<file path="config.mk">
export PLATFORM = sky130hd
export DESIGN_NAME = prn_irq_ctrl
export DESIGN_NICKNAME = d
export VERILOG_FILES = /design/src/rtl/prn_irq_pkg.sv /design/src/rtl/prn_sync.sv /design/src/rtl/prn_edge.sv /design/src/rtl/prn_irq_ctrl.sv
export SDC_FILE = /design/constraint.sdc
export NUM_CORES = 1
export LEC_CHECK = 0
export BUFFER_PORTS_ARGS = -buffer_cell sky130_fd_sc_hd__clkbuf_2
export CAP_MARGIN = 20
export CORE_MARGIN = 8
export CORE_UTILIZATION = 35
export DETAILED_ROUTE_END_ITERATION = 12
export GPL_TIMING_DRIVEN = 0
export SYNTH_ARGS = -nofsm -noshare
export SYNTH_HDL_FRONTEND = slang
export SYNTH_SLANG_ARGS = --single-unit
</file>
<file path="constraint.sdc">
create_clock -name clk -period 1.3 [get_ports clk]
set_input_delay 0.065 -clock clk [delete_from_list [all_inputs] [get_ports clk]]
set_output_delay 0.065 -clock clk [all_outputs]
set_load 0.01 [all_outputs]
</file>
<file path="src/rtl/prn_irq_pkg.sv">
package prn_irq_pkg;
  localparam int REG_W    = 8;
  localparam int LVL_W    = 3;
  localparam int EN_BIT   = 3;
  localparam int POL_BIT  = 4;
  localparam int ACKF_BIT = 5;
  localparam int FLTF_BIT = 6;
  localparam int SUM_BIT  = 7;

  typedef struct packed {
    logic             pol;
    logic             en;
    logic [LVL_W-1:0] lvl;
  } prn_cfg_t;
endpackage

</file>
<file path="src/rtl/prn_sync.sv">
module prn_sync #(
  parameter int   STAGES = 2,
  parameter logic IDLE   = 1'b1
) (
  input  logic clk,
  input  logic rst,
  input  logic d,
  output logic q
);
  logic [STAGES-1:0] chain;

  generate
    if (STAGES == 1) begin : g_one
      always_ff @(posedge clk) begin
        if (rst) chain <= IDLE;
        else     chain <= d;
      end
    end else begin : g_many
      always_ff @(posedge clk) begin
        if (rst) chain <= {STAGES{IDLE}};
        else     chain <= {chain[STAGES-2:0], d};
      end
    end
  endgenerate

  assign q = chain[STAGES-1];
endmodule

</file>
<file path="src/rtl/prn_edge.sv">
module prn_edge #(
  parameter logic IDLE = 1'b1
) (
  input  logic clk,
  input  logic rst,
  input  logic s,
  output logic rise,
  output logic fall
);
  logic prev;

  always_ff @(posedge clk) begin
    if (rst) prev <= IDLE;
    else     prev <= s;
  end

  assign rise = s & ~prev;
  assign fall = ~s & prev;
endmodule

</file>
<file path="src/rtl/prn_irq_ctrl.sv">
module prn_irq_ctrl
  import prn_irq_pkg::*;
#(
  parameter int   SYNC_STAGES = 2,
  parameter logic ACK_IDLE    = 1'b1,
  parameter logic FLT_IDLE    = 1'b1
) (
  input  logic             clk,
  input  logic             rst,
  input  logic             wr_en,
  input  logic [REG_W-1:0] wr_data,
  output logic [REG_W-1:0] rd_data,
  input  logic             prn_ack,
  input  logic             prn_fault_n,
  output logic             irq_req,
  output logic [LVL_W-1:0] irq_level
);
  logic ack_s, flt_s;
  logic ack_rise, ack_fall, flt_rise, flt_fall;

  prn_sync #(.STAGES(SYNC_STAGES), .IDLE(ACK_IDLE)) u_ack_sync (
    .clk(clk), .rst(rst), .d(prn_ack), .q(ack_s));
  prn_sync #(.STAGES(SYNC_STAGES), .IDLE(FLT_IDLE)) u_flt_sync (
    .clk(clk), .rst(rst), .d(prn_fault_n), .q(flt_s));

  prn_edge #(.IDLE(ACK_IDLE)) u_ack_edge (
    .clk(clk), .rst(rst), .s(ack_s), .rise(ack_rise), .fall(ack_fall));
  prn_edge #(.IDLE(FLT_IDLE)) u_flt_edge (
    .clk(clk), .rst(rst), .s(flt_s), .rise(flt_rise), .fall(flt_fall));

  prn_cfg_t cfg_q, cfg_d;
  logic     ackf_q, ackf_d, fltf_q, fltf_d;
  logic     ack_evt, flt_evt, clr_ack, clr_flt;

  // polarity picks which synchronized transition counts as acknowledge
  assign ack_evt = cfg_q.pol ? ack_fall : ack_rise;
  assign flt_evt = flt_fall;
  assign clr_ack = wr_en & wr_data[ACKF_BIT];
  assign clr_flt = wr_en & wr_data[FLTF_BIT];

  always_comb begin
    cfg_d = cfg_q;
    if (wr_en) begin
      cfg_d.lvl = wr_data[LVL_W-1:0];
      cfg_d.en  = wr_data[EN_BIT];
      cfg_d.pol = wr_data[POL_BIT];
    end
    // set wins over clear; enable gates the acknowledge flag
    ackf_d = cfg_d.en ? ((ackf_q & ~clr_ack) | ack_evt) : 1'b0;
    fltf_d = (fltf_q & ~clr_flt) | flt_evt;
  end

  always_ff @(posedge clk) begin
    if (rst) begin
      cfg_q  <= '0;
      ackf_q <= 1'b0;
      fltf_q <= 1'b0;
    end else begin
      cfg_q  <= cfg_d;
      ackf_q <= ackf_d;
      fltf_q <= fltf_d;
    end
  end

  logic pend;
  assign pend = ackf_q | fltf_q;

  always_comb begin
    rd_data                 = '0;
    rd_data[LVL_W-1:0]      = cfg_q.lvl;
    rd_data[EN_BIT]         = cfg_q.en;
    rd_data[POL_BIT]        = cfg_q.pol;
    rd_data[ACKF_BIT]       = ackf_q;
    rd_data[FLTF_BIT]       = fltf_q;
    rd_data[SUM_BIT]        = pend;
  end

  assign irq_req   = cfg_q.en & pend;
  assign irq_level = cfg_q.lvl;
endmodule

</file>
==> results.yml, run 1 <==
run_status:
  status: "completed"
critical_path:
  cp_top_family: "simple AND/OR/NAND/NOR gates"
  max_stage_delay_ns: 0.32
  path_buf_inv: 1
  slowest_stage: "dfxtp_1"
  cp.required_ns: 1.24
  cp-end-kind: "output pin"
  crit_fanout: 3
  critPathLaunchType: "flip-flop"
  critPathArrivalTime_ns: 1.15
  crit_chain: "or2_2, and2_1, clkbuf_2"
  path_class: "flip-flop to output pin"
global_route:
  top_usage_layer: "met2"
  use_met3: 0.0193
  grt_max_degree: 11
  antenna_found_initial: 0
  overflow: 0
  grtUsageMet2: 0.113
  grt.total_usage: 0.0666
  grt_pass1_wl_mm: 1.41
  grt.met1_usage: 0.0677
  grt_pass1_vias: 344
die:
  die-area_um2: 2880
  fp.dieH_um: 53.6
  core_um2: 1320
  start_util: 0.376
  io_pins: 25
  die_w_um: 53.6
  num_rows: 13
layout:
  seqCellArea_um2: 260
  multi_input_comb_area_um2: 181
  synthToLayoutAreaGrowth_pct: 35.4
  drive_above_1_share: 0.568
  nFillCells: 129
  n_antenna_cell: 0
  fin_nets: 88
logic_synthesis:
  ys.warnings.count: 0
  synthArstFlopShare: 0
  syn_nets: 59
  ys_seq_elements: 13
  avgSynthCellArea_um2: 10.8
  yosysMostFrequentCell: "dfxtp_1"
  ys_seq_area_frac: 0.525
  netlist_top_cells_count: "13 x dfxtp_1, 7 x or2_2, 6 x buf_4, 5 x mux2i_1, 5 x nor2_1"
  yosysUniqueCellTypes: 14
  synth_ff_type: "dfxtp_1"
  synth-edff-count: 0
  yosys.area.top_type_share: 0.525
  synthTopCellsByArea: "dfxtp_1 53%, mux2i_1 10%, buf_4 9.1%, or2_2 8.8%, a21bo_2 4.0%"
  synth_top_cell_by_area: "dfxtp_1"
  netlist_area_um2: 495
  syn_inst: 46
route:
  ant_nets: 0
  drt_first_pass_iters: 2
  drt_iter0_drc: 1
  viasPerCell: 4.20
  num_vias: 374
  wl_per_cell_um: 10.7
  routed_wirelength_um: 951
  drc: 0
flow_run:
  cap_violations: 0
power_and_ir_drop:
  peakVddDrop_mv: 0.485
  leakage_nw: 0.337
  power.density_nw_per_um2: 1130
timing:
  hold_viol_final: 0
  timing.final.crit_share: 0.934
  tightest_slew_ns: 0.433
  fmax_mhz: 823
  drv_slew: 0
  setup_violations: 0
  hold_slack_ns: 0.0243
  setup_tns_ns: 0
  skew_ns: 0.000532
  rsz0062_at_grt: "false"
  period_minus_slack_ns: 1.21
  slew_headroom: 0.711
clocking:
  cts.repair.resized: 0
  clk_path_buf_depth: 2
  numCtsBuffers: 3
  tritoncts: "done"
  cts_root_buf: "clkbuf_4"
  clk_latency_ns: 0.26
  htree_num_levels: 1
  cts.sinks: 13
  clkTransAtPathRegs_ns: 0.07
place:
  gp_congestion: 0.672
  io_buffers: 22
hold_path:
  min_path_type: "input pin to flip-flop"
[area by class of cell]
cell class	count	area share
clock buffers	4	0.0392
repair buffers	24	0.194
plain buffers	8	0.0802
flip-flops and latches	13	0.388
multi-input cells	25	0.271
well taps	15	0.0280
[cell families after synthesis]
kind of cell / after synthesis / synth area share
flip-flops: 13 / 0.525
AO/OA/AOI/OAI: 4 / 0.0808
AND/OR/NAND/NOR: 16 / 0.184
buffers and inverters: 8 / 0.109
multiplexers: 5 / 0.101
[per-layer routing]
layer	part of all wire	vias up
li1	-	199
met1	0.38	161
met2	0.52	12
met3	0.086	2
met4	0.0063	0
met5	0	-
[registers in the layout, summed over array words and instances, names as in the netlist]
register          cells
u_ack_edge.prev       1
u_flt_sync.chain      2
ackf_q                1
u_flt_edge.prev       1
fltf_q                1
irq_level             3
rd_data               2
u_ack_sync.chain      2
[per-stage QoR]
step | cell area, µm² | std cells | worst slack, ns | total power, mW | utilization
after floorplan | 495 | 46 | 0.253 | 0.490 | -
after global placement | 624 | 83 | 0.268 | 0.529 | 0.474
after detailed placement | 624 | 83 | 0.250 | 0.531 | 0.474
after CTS | 671 | 89 | 0.0632 | 0.777 | 0.509
after global routing | 671 | 89 | 0.0132 | 0.808 | 0.509
final | 671 | 89 | 0.0853 | 0.758 | 0.509
[worst register-to-register path, cell delays in order, from the launching register on]
cell      delay, ns
dfxtp_1        0.34
or3b_1         0.39
a311oi_2       0.25
[cell usage in the layout, fill, tap and decap left out, types with 2 or more instances in the layout]
| cell | count |
|---|---|
| clkbuf_2 | 22 |
| dfxtp_1 | 13 |
| or2_2 | 7 |
| buf_4 | 6 |
| mux2i_1 | 5 |
| nor2_1 | 5 |
| clkbuf_4 | 3 |
| clkbuf_1 | 2 |
| a21bo_2 | 2 |
| dlygate4sd3_1 | 2 |
[report_power, final]
group / leakage, nW / internal (mW) / switching [mW] / total (mW)
registers: 0.107 / 0.416 / 0.00905 / 0.425
logic: 0.215 / 0.0565 / 0.0420 / 0.0985
clock network: 0.0150 / 0.119 / 0.116 / 0.234
total: 0.337 / 0.591 / 0.167 / 0.758
[worst paths after layout]
kind                       start             endpoint  slack, ns  cells after the start
min                          rst  u_flt_sync.chain[1]       0.02                      2
min reg2reg  u_flt_sync.chain[0]  u_flt_sync.chain[1]       0.41                      1
max                       ackf_q              irq_req       0.09                      3
max reg2reg           rd_data[4]               ackf_q       0.24                      2
[repair_timing]
item                      4_1_cts  5_1_grt
hold endpoints to repair        2        0
hold buffers                    2        0
buffers inserted                0        0
Power figures use the tool's default switching activity.
==> run 2, diff against run 1 <==
- SETUP_SLACK_MARGIN: not set -> 0.2
==> run 2 against run 1 <==
Effect of this change: critical endpoint unchanged; combinational power grew 6%; sequential power hardly changed; final cell count rose by 1.1%; highest routed layer unchanged; wire length grew 1.7%; register-to-register slack barely moved.
==> results.yml, run 2 (synthesis results as in run 1) <==
run_status:
  status: "completed"
timing:
  hold_viol_final: 0
  fmax_mhz: 881
  period_minus_slack_ns: 1.14
  tightest_slew_ns: 0.433
  skew_ns: 0.000466
  rsz0062_at_grt: "true"
  drv_slew: 0
  setup_tns_ns: 0
  slew_headroom: 0.712
  setup_violations: 0
  timing.final.crit_share: 0.874
route:
  ant_nets: 0
  routed_wirelength_um: 967
  num_vias: 379
  drt_first_pass_iters: 2
  drc: 0
  drt_iter0_drc: 1
  wl_per_cell_um: 10.7
  viasPerCell: 4.21
layout:
  n_antenna_cell: 0
  largest_register_ffs: 3
  layout_commonest_cell: "clkbuf_2"
  layout_common_cells: "20 x clkbuf_2, 11 x dfxtp_1, 7 x buf_4, 6 x or2_2"
  fin_nets: 89
  synthToLayoutAreaGrowth_pct: 40.9
  drive_above_1_share: 0.613
power_and_ir_drop:
  power.density_nw_per_um2: 1090
  leakage_nw: 0.347
  total_power_mw: 0.764
  peakVddDrop_mv: 0.486
global_route:
  grt_pass1_vias: 344
  grt_max_degree: 11
  antenna_found_initial: 0
  grt.total_usage: 0.0671
  grt_pass1_wl_mm: 1.42
  overflow: 0
clocking:
  clkTransAtPathRegs_ns: 0.07
  tritoncts: "done"
  clk_path_buf_depth: 2
  cts_root_buf: "clkbuf_4"
  htree_num_levels: 1
  numCtsBuffers: 3
  cts.sinks: 13
  clk_latency_ns: 0.26
critical_path:
  cp-end-kind: "output pin"
  critPathArrivalTime_ns: 1.07
  slowest_stage: "dfxtp_2"
  max_stage_delay_ns: 0.32
  cp.required_ns: 1.24
  path_class: "flip-flop to output pin"
  crit_chain: "or2_4, and2_4, buf_6"
  crit_fanout: 2
  critPathLaunchType: "flip-flop"
place:
  io_buffers: 22
  gp_congestion: 0.672
die:
  core_um2: 1320
  num_rows: 13
  die-area_um2: 2880
  fp.dieH_um: 53.6
  die_w_um: 53.6
  start_util: 0.376
  io_pins: 25
flow_run:
  cap_violations: 0
hold_path:
  min_path_type: "input pin to flip-flop"
run 2: per-stage QoR:
step / setup WS [ns] / hold WS, ns / cell area [µm²] / utilization / instances
after global placement: 0.268 / 0.248 / 624 / 0.474 / 83
final: 0.164 / 0.0243 / 698 / 0.530 / 90
after floorplan: 0.253 / 0.169 / 495 / - / 46
after detailed placement: 0.250 / 0.251 / 624 / 0.474 / 83
after global routing: 0.113 / 0.0129 / 698 / 0.530 / 90
after CTS: 0.146 / 0.0169 / 682 / 0.518 / 90
run 2: timing repair:
item,4_1_cts,5_1_grt
hold endpoints to repair,2,0
setup endpoints to repair,2,3
pin swaps,1,0
gates resized for setup,2,6
setup buffers,1,0
hold buffers,2,0
run 2: cell type report:
type	instances	area, µm²
fill	132	619
sequential	13	263
multi-input combinational	25	186
timing repair buffer	25	150
buffer	8	53.8
clock buffer	4	26.3
tap	15	18.8
run 2: per-layer routing:
layer | vias up | wire, µm | global-route usage
met2 | 12 | 514 | 0.115
met5 | - | 0 | 0
met3 | 2 | 90 | 0.0193
met1 | 164 | 355 | 0.0677
met4 | 0 | 6 | 0.0504
li1 | 201 | - | -
run 2: report_power, final:
part	switching [mW]	internal (mW)	leakage [nW]
Combinational	0.0429	0.0607	0.224
Sequential	0.00922	0.417	0.108
Clock	0.116	0.119	0.0150
run 2: worst paths after layout:
check	startpoint	to	slack, ns	cells after the start
setup reg to reg	rd_data[4]	ackf_q	0.24	2
hold / removal	rst	u_flt_sync.chain[1]	0.02	2
setup / recovery	ackf_q	irq_req	0.16	3
hold reg to reg	u_flt_sync.chain[0]	u_flt_sync.chain[1]	0.41	1
run 2: worst max-delay path, delay by kind of cell, from the launching register on:
kind	cells	cell delay, ns
buffers and inverters	1	0.11
DFF	1	0.32
and+or+nand+nor	2	0.38
